===== src/rtl/bshift_pkg.sv =====
package bshift_pkg;
  typedef enum logic [1:0] {
    SK_LSL = 2'b00,
    SK_LSR = 2'b01,
    SK_ASR = 2'b10,
    SK_ROR = 2'b11
  } shift_kind_e;
endpackage


===== src/rtl/bshift_reg_core.sv =====
module bshift_reg_core
  import bshift_pkg::*;
#(
  parameter int DATA_W = 32,
  parameter int AMT_W  = 8
) (
  input  logic [DATA_W-1:0] operand,
  input  shift_kind_e       kind,
  input  logic [AMT_W-1:0]  amt,
  input  logic              carry_in,
  output logic [DATA_W-1:0] result,
  output logic              carry_out
);
  localparam int SH_W = $clog2(DATA_W);
  localparam logic [AMT_W-1:0] FULL = AMT_W'(DATA_W);

  logic [DATA_W:0]     lsl_ext;
  logic [DATA_W:0]     lsr_ext;
  logic [DATA_W:0]     asr_ext;
  logic [AMT_W-1:0]    asr_amt;
  logic [SH_W-1:0]     ror_amt;
  logic [2*DATA_W-1:0] ror_dbl;

  // One bit of headroom on the shifted side captures the last bit out,
  // which covers the 32 and above cases without extra decoding.
  always_comb begin
    lsl_ext = {1'b0, operand} << amt;
    lsr_ext = {operand, 1'b0} >> amt;
    asr_amt = (amt >= FULL) ? FULL : amt;
    asr_ext = $signed({operand, 1'b0}) >>> asr_amt;
    ror_amt = amt[SH_W-1:0];
    ror_dbl = {operand, operand} >> ror_amt;
  end

  always_comb begin
    result    = operand;
    carry_out = carry_in;
    if (amt != '0) begin
      unique case (kind)
        SK_LSL: begin
          result    = lsl_ext[DATA_W-1:0];
          carry_out = lsl_ext[DATA_W];
        end
        SK_LSR: begin
          result    = lsr_ext[DATA_W:1];
          carry_out = lsr_ext[0];
        end
        SK_ASR: begin
          result    = asr_ext[DATA_W:1];
          carry_out = asr_ext[0];
        end
        default: begin
          result    = ror_dbl[DATA_W-1:0];
          carry_out = ror_dbl[DATA_W-1];
        end
      endcase
    end
  end
endmodule


===== src/rtl/bshift_imm_rot.sv =====
module bshift_imm_rot #(
  parameter int DATA_W = 32,
  parameter int IMM_W  = 8,
  parameter int ROT_W  = 4
) (
  input  logic [IMM_W-1:0]  imm,
  input  logic [ROT_W-1:0]  rot,
  input  logic              carry_in,
  output logic [DATA_W-1:0] result,
  output logic              carry_out
);
  logic [DATA_W-1:0]   ext;
  logic [ROT_W:0]      rot2;
  logic [2*DATA_W-1:0] dbl;

  always_comb begin
    ext       = DATA_W'(imm);
    rot2      = {rot, 1'b0};
    dbl       = {ext, ext} >> rot2;
    result    = dbl[DATA_W-1:0];
    carry_out = (rot == '0) ? carry_in : dbl[DATA_W-1];
  end
endmodule


===== src/rtl/bshift_out_stage.sv =====
module bshift_out_stage #(
  parameter int DATA_W  = 32,
  parameter bit OUT_REG = 1'b1
) (
  input  logic              clk,
  input  logic              rst_n,
  input  logic              en,
  input  logic [DATA_W-1:0] d_res,
  input  logic              d_c,
  output logic [DATA_W-1:0] q_res,
  output logic              q_c
);
  generate
    if (OUT_REG) begin : g_reg
      logic [DATA_W-1:0] res_q, res_d;
      logic              c_q, c_d;

      always_comb begin
        res_d = res_q;
        c_d   = c_q;
        if (en) begin
          res_d = d_res;
          c_d   = d_c;
        end
      end

      always_ff @(posedge clk or negedge rst_n) begin
        if (!rst_n) begin
          res_q <= '0;
          c_q   <= 1'b0;
        end else begin
          res_q <= res_d;
          c_q   <= c_d;
        end
      end

      assign q_res = res_q;
      assign q_c   = c_q;
    end else begin : g_comb
      assign q_res = d_res;
      assign q_c   = d_c;
    end
  endgenerate
endmodule


===== src/rtl/bshift_unit.sv =====
module bshift_unit
  import bshift_pkg::*;
#(
  parameter int DATA_W  = 32,
  parameter int AMT_W   = 8,
  parameter int IMM_W   = 8,
  parameter int ROT_W   = 4,
  parameter bit OUT_REG = 1'b1
) (
  input  logic              clk,
  input  logic              rst_n,
  input  logic              en,
  input  logic              imm_mode,
  input  logic [1:0]        shift_kind,
  input  logic [DATA_W-1:0] operand,
  input  logic [DATA_W-1:0] amount,
  input  logic [IMM_W-1:0]  imm_value,
  input  logic [ROT_W-1:0]  rot_field,
  input  logic              carry_in,
  output logic [DATA_W-1:0] result,
  output logic              carry_out
);
  logic [DATA_W-1:0] reg_res, imm_res, sel_res;
  logic              reg_c, imm_c, sel_c;

  bshift_reg_core #(.DATA_W(DATA_W), .AMT_W(AMT_W)) u_core (
    .operand  (operand),
    .kind     (shift_kind_e'(shift_kind)),
    .amt      (amount[AMT_W-1:0]),
    .carry_in (carry_in),
    .result   (reg_res),
    .carry_out(reg_c)
  );

  bshift_imm_rot #(.DATA_W(DATA_W), .IMM_W(IMM_W), .ROT_W(ROT_W)) u_imm (
    .imm      (imm_value),
    .rot      (rot_field),
    .carry_in (carry_in),
    .result   (imm_res),
    .carry_out(imm_c)
  );

  always_comb begin
    sel_res = imm_mode ? imm_res : reg_res;
    sel_c   = imm_mode ? imm_c   : reg_c;
  end

  bshift_out_stage #(.DATA_W(DATA_W), .OUT_REG(OUT_REG)) u_out (
    .clk  (clk),
    .rst_n(rst_n),
    .en   (en),
    .d_res(sel_res),
    .d_c  (sel_c),
    .q_res(result),
    .q_c  (carry_out)
  );
endmodule


===== config.mk =====
export PLATFORM = sky130hd
export DESIGN_NAME = bshift_unit
export DESIGN_NICKNAME = d
export VERILOG_FILES = /design/src/rtl/bshift_pkg.sv /design/src/rtl/bshift_reg_core.sv /design/src/rtl/bshift_imm_rot.sv /design/src/rtl/bshift_out_stage.sv /design/src/rtl/bshift_unit.sv
export SDC_FILE = /design/constraint.sdc
export NUM_CORES = 1
export LEC_CHECK = 0
export BUFFER_PORTS_ARGS = -buffer_cell sky130_fd_sc_hd__buf_2
export CORE_MARGIN = 3
export CORE_UTILIZATION = 55
export DETAILED_ROUTE_END_ITERATION = 10
export PLACE_DENSITY = 0.87
export REMOVE_ABC_BUFFERS = 1
export SYNTH_ARGS = -nofsm -noshare
export SYNTH_HDL_FRONTEND = slang
export SYNTH_SLANG_ARGS = --single-unit
export TNS_END_PERCENT = 20

===== constraint.sdc =====
create_clock -name clk -period 1.3 [get_ports clk]
set_input_delay 0.26 -clock clk [delete_from_list [all_inputs] [get_ports clk]]
set_output_delay 0.26 -clock clk [all_outputs]
set_load 0.05 [all_outputs]

==> out/metrics.cfg, run 1 <==
[floorplanning]
dieWidth_um=138
row_count=47
die_y_um=138
start_util_pct=57.1
pin_count=116

[placed_design]
gp_congestion=1.30
hpwl_um=45100
io_buffers=91

[yosys]
synth_edf_count=0
synthArstFlopShare_pct=100
ys.flop_type=dfrtp_1
ys_ff_latch=33
yosysUniqueCellTypes=89
ys_seq_area_share_pct=8.59
syn_inst=1327
synthTopCellsByArea=mux2i_1 (13%), dfrtp_1 (8.6%), mux4_2 (8.0%)
yosys_warnings=0
yosys.area.top_type=mux2i_1
syn_area_sq_um=9610
synthTopCellsByCount=nand2_1 (151), nor2_1 (151), mux2i_1 (127)
synth_top_area_share_pct=13.2
postSynthAreaPerCell_sq_um=7.24

[global_route]
grt_overflow=675
grt_max_degree=48
track_usage_pct=89.8
grt_pass1_vias=19700
grt_pass1_wl_um=136000

[clock_tree]
ctsLongestPathBuffers=2
root_buffer=clkbuf_16
htreeDepth=2
cts_inserted_buffers=5
cts.sinks=33

[status]
status=aborted with a tool error
haltStage=global routing (5_1_grt)
stop_error=[ERROR GRT-0116] Global routing finished with congestion. Check the congestion regions in the DRC Viewer.

## per-stage QoR
stage | hold WS, ns | area [sq um] | cells | setup slack [ns] | setup TNS (ns)
3_3_place_gp | 0.194 | 13100 | 1940 | -1.65 | -41.37
3_5_place_dp | 0.198 | 13100 | 1940 | -1.67 | -46.06
2_1_floorplan | -0.0356 | 8720 | 1170 | -1.52 | -42.77
4_1_cts | 0.359 | 14400 | 1979 | -0.988 | -29.62
## cell families after synthesis
kind of cell | share of synthesized area (%)
AND/OR/NAND/NOR | 21.7
flip-flops | 8.59
multiplexers | 27.0
buffers and inverters | 9.90
AO/OA/AOI/OAI | 32.9
## routing by layer
metal  global-route usage [%]  GRT overflow
met1                     87.0            37
met4                     95.6           226
met5                     47.9             3
met3                     78.6            23
met2                      103           386
## repair_timing
item | in CTS
buffers inserted | 24
setup endpoints to repair | 35
pin swaps | 55
hold buffers | 1
hold endpoints to repair | 12
gates resized for setup | 173
cloned | 7
==> run 2, diff against run 1 <==
CORE_UTILIZATION = 40   (was 55)
PLACE_DENSITY = unset   (was 0.87)
PLACE_DENSITY_LB_ADDON = 0.15   (was unset)
==> run 2 against run 1 <==
Compared with the run above: the flow now finishes, with violations (negative setup slack); synthesized cell count unchanged; synthesized area unchanged.
==> out/metrics.cfg, run 2 <==
[setup_path]
cp.arrival_ns=2.48
critical_path.endpoint=u_out.q_res[3]$_DFFE_PN0P_
start_kind=input pin
worstReg2RegEnd=u_out.q_res[12]$_DFFE_PN0P_
endpoint_kind=register
path_class=in2reg
crit_fanout=8
reg2reg_slack_ns=-0.27
required_ns=1.45
startpoint=amount[7]
worst_r2r_path_depth=7
regToRegStartpoint=u_out.q_res[12]$_DFFE_PN0P_

[power]
internal_power_uw=4840
p_sw_uw=4210
leakage_uw=0.00664
power_frac_seq_pct=13.7
clkPwrFrac_pct=15.9
comb_power_share_pct=70.4
power_density_nw_per_um2=602
total_power_uw=9050
switching_share_pct=46.5
peakVddDrop_mv=0.552

[yosys]
syn_inst=1327  ; unchanged
yosys.area.top_type=mux2i_1
synth_top_area_share_pct=13.2  ; unchanged
ys_ff_latch=33  ; unchanged
synthTopCellsByArea=mux2i_1 (13%), dfrtp_1 (8.6%), mux4_2 (8.0%)
yosysUniqueCellTypes=89  ; unchanged
yosys_warnings=0  ; unchanged
postSynthAreaPerCell_sq_um=7.24  ; unchanged
ys.flop_type=dfrtp_1
syn_area_sq_um=9610  ; unchanged
synthArstFlopShare_pct=100  ; unchanged
synthTopCellsByCount=nand2_1 (151), nor2_1 (151), mux2i_1 (127)
ys_seq_area_share_pct=8.59  ; unchanged
synth_edf_count=0  ; unchanged

[placed_design]
hpwl_um=48400  ; +7.5%
io_buffers=91  ; unchanged
place_area_sq_um=13700  ; +4.5%
gp_congestion=1.10  ; -15%

[final_layout]
layout_commonest_cell=buf_4
final_nets=1902
final_cell_mix=buf_4 (507), nand2_1 (148), nor2_1 (147)
fill_cells=2176
layout-drive-gt1-share_pct=48.0
syn2layout_area_growth_pct=56.4
final_cell_area_sq_um=15000
largest_reg_flops=32

[floorplanning]
row_count=56  ; +19%
coreArea_sq_um=23500
pin_count=116  ; unchanged
die_y_um=161  ; +17%
die_area_sq_um=25900
start_util_pct=40.8  ; -16 points
dieWidth_um=161  ; +17%

[timing]
timing.setup.tns_ns=-30.92
fin_crit_sh_pct=179
grt_setup_unrepaired=yes
setup_viol=33
setup_ws_ns=-1.03
worst_pin_slew_ns=0.669
min_period_ns=2.33
slew_viol_final=0
relSlewSlack_pct=54.9
finalHoldViolCount=0
fmax_mhz=429
fin_skew_ns=0

[global_route]
track_usage_pct=44.4
grt_max_degree=36
grt_pass1_vias=13500
grt_overflow=0
antenna_found_initial=4
grt_pass1_wl_um=86900

[clock_tree]
cts_inserted_buffers=5  ; unchanged
clkTransAtPathRegs_ns=0.06
root_buffer=clkbuf_16
tritoncts=built
clkLatencyLatePin_ns=0.28
cts.sinks=33  ; unchanged
htreeDepth=2  ; unchanged
ctsLongestPathBuffers=2  ; unchanged

[routing]
wl_per_cell_um=28.1
ant_nets=0
vias=14100
drt_iter0_markers=2011
viasPerCell=6.58
wirelength_um=60000
drt-pass1-iter-count=6
post-route-drc-count=0

[worst_hold_path]
hold_class=in2reg
hp-start=carry_in

[status]
status=finished, violations left
violations=negative setup slack

[run]
maxCapViolations=0

-- run 2: cell counts after synthesis --
Identical to the previous run, type by type.
-- run 2: per-stage QoR --
step / util [%] / setup WS [ns] / hold slack (ns) / std cells
after global routing: 63.8 / -1.12 / 0.401 / 2140
after global placement: 58.2 / -1.52 / 0.189 / 2102
after detailed placement: 58.2 / -1.54 / 0.193 / 2102
after CTS: 62.1 / -1.02 / 0.375 / 2128
final: 63.8 / -1.03 / 0.373 / 2140
after floorplan: - / -1.52 / -0.0356 / 1170
-- run 2: power by group through the flow --
stage	Sequential, uW	Combinational (uW)	Clock (uW)
floorplan	1620	2030	0
finish	1240	6370	1440
CTS	1240	5990	1430
global route	1240	6610	1470
global placement	1250	5650	0
detailed placement	1250	5680	0
-- run 2: kinds of logic (layout without fill, tap and decap cells) --
family	count (synthesis)	in the layout	synth area share [%]
flops	33	33	8.59
other cells	0	1	0
mux	204	204	27.0
simple gates	441	442	21.7
buf+inv	173	665	9.90
compound gates	476	476	32.9
-- run 2: worst min path at each step --
stage	cells past startpoint	end	slack, ns
finish	3	u_out.q_c$_DFFE_PN0P_	0.37
global route	3	u_out.q_c$_DFFE_PN0P_	0.40
CTS	3	u_out.q_c$_DFFE_PN0P_	0.38
detailed placement	1	u_out.q_res[2]$_DFFE_PN0P_	0.19
global placement	1	u_out.q_res[9]$_DFFE_PN0P_	0.19
floorplan	0	u_out.q_c$_DFFE_PN0P_	-0.04
-- run 2: critical path, stage by stage --
cell and delay [ns]:
buf_8 0.10, buf_12 0.12, or4b_4 0.58, buf_6 0.17, buf_6 0.11, mux2i_4 0.20, nor2_1 0.12, o21ai_1 0.08
o21a_1 0.16, o211ai_1 0.41, a21oi_1 0.15
-- run 2: final cells by class --
cell class	count	area, sq um	share of cell area [%]
Multi-Input combinational cell	1122	8530	56.8
Timing Repair Buffer	641	5040	33.5
Sequential cell	33	826	5.49
Tap cell	319	399	2.66
Clock buffer	7	143	0.949
Inverter	16	60.1	0.400
Clock inverter	1	30.0	0.200
Antenna cell	1	2.50	0.0166
-- run 2: timing repair --
item                                    CTS  global route
buffers inserted                         13            10
resized for setup                       133            83
cloned                                    5             1
pin swaps                                38            32
hold buffers                              1             0
endpoints found under the setup margin   35            33
hold endpoints to repair                 11             0
-- run 2: layer usage --
metal	up-vias	global-route usage [%]	routed length, um
met5	-	0	34
met4	6	26.1	4550
met3	275	9.18	7220
met2	1070	69.0	26000
met1	6698	57.1	22300
li1	6031	-	-
Power figures use the tool's default switching activity.
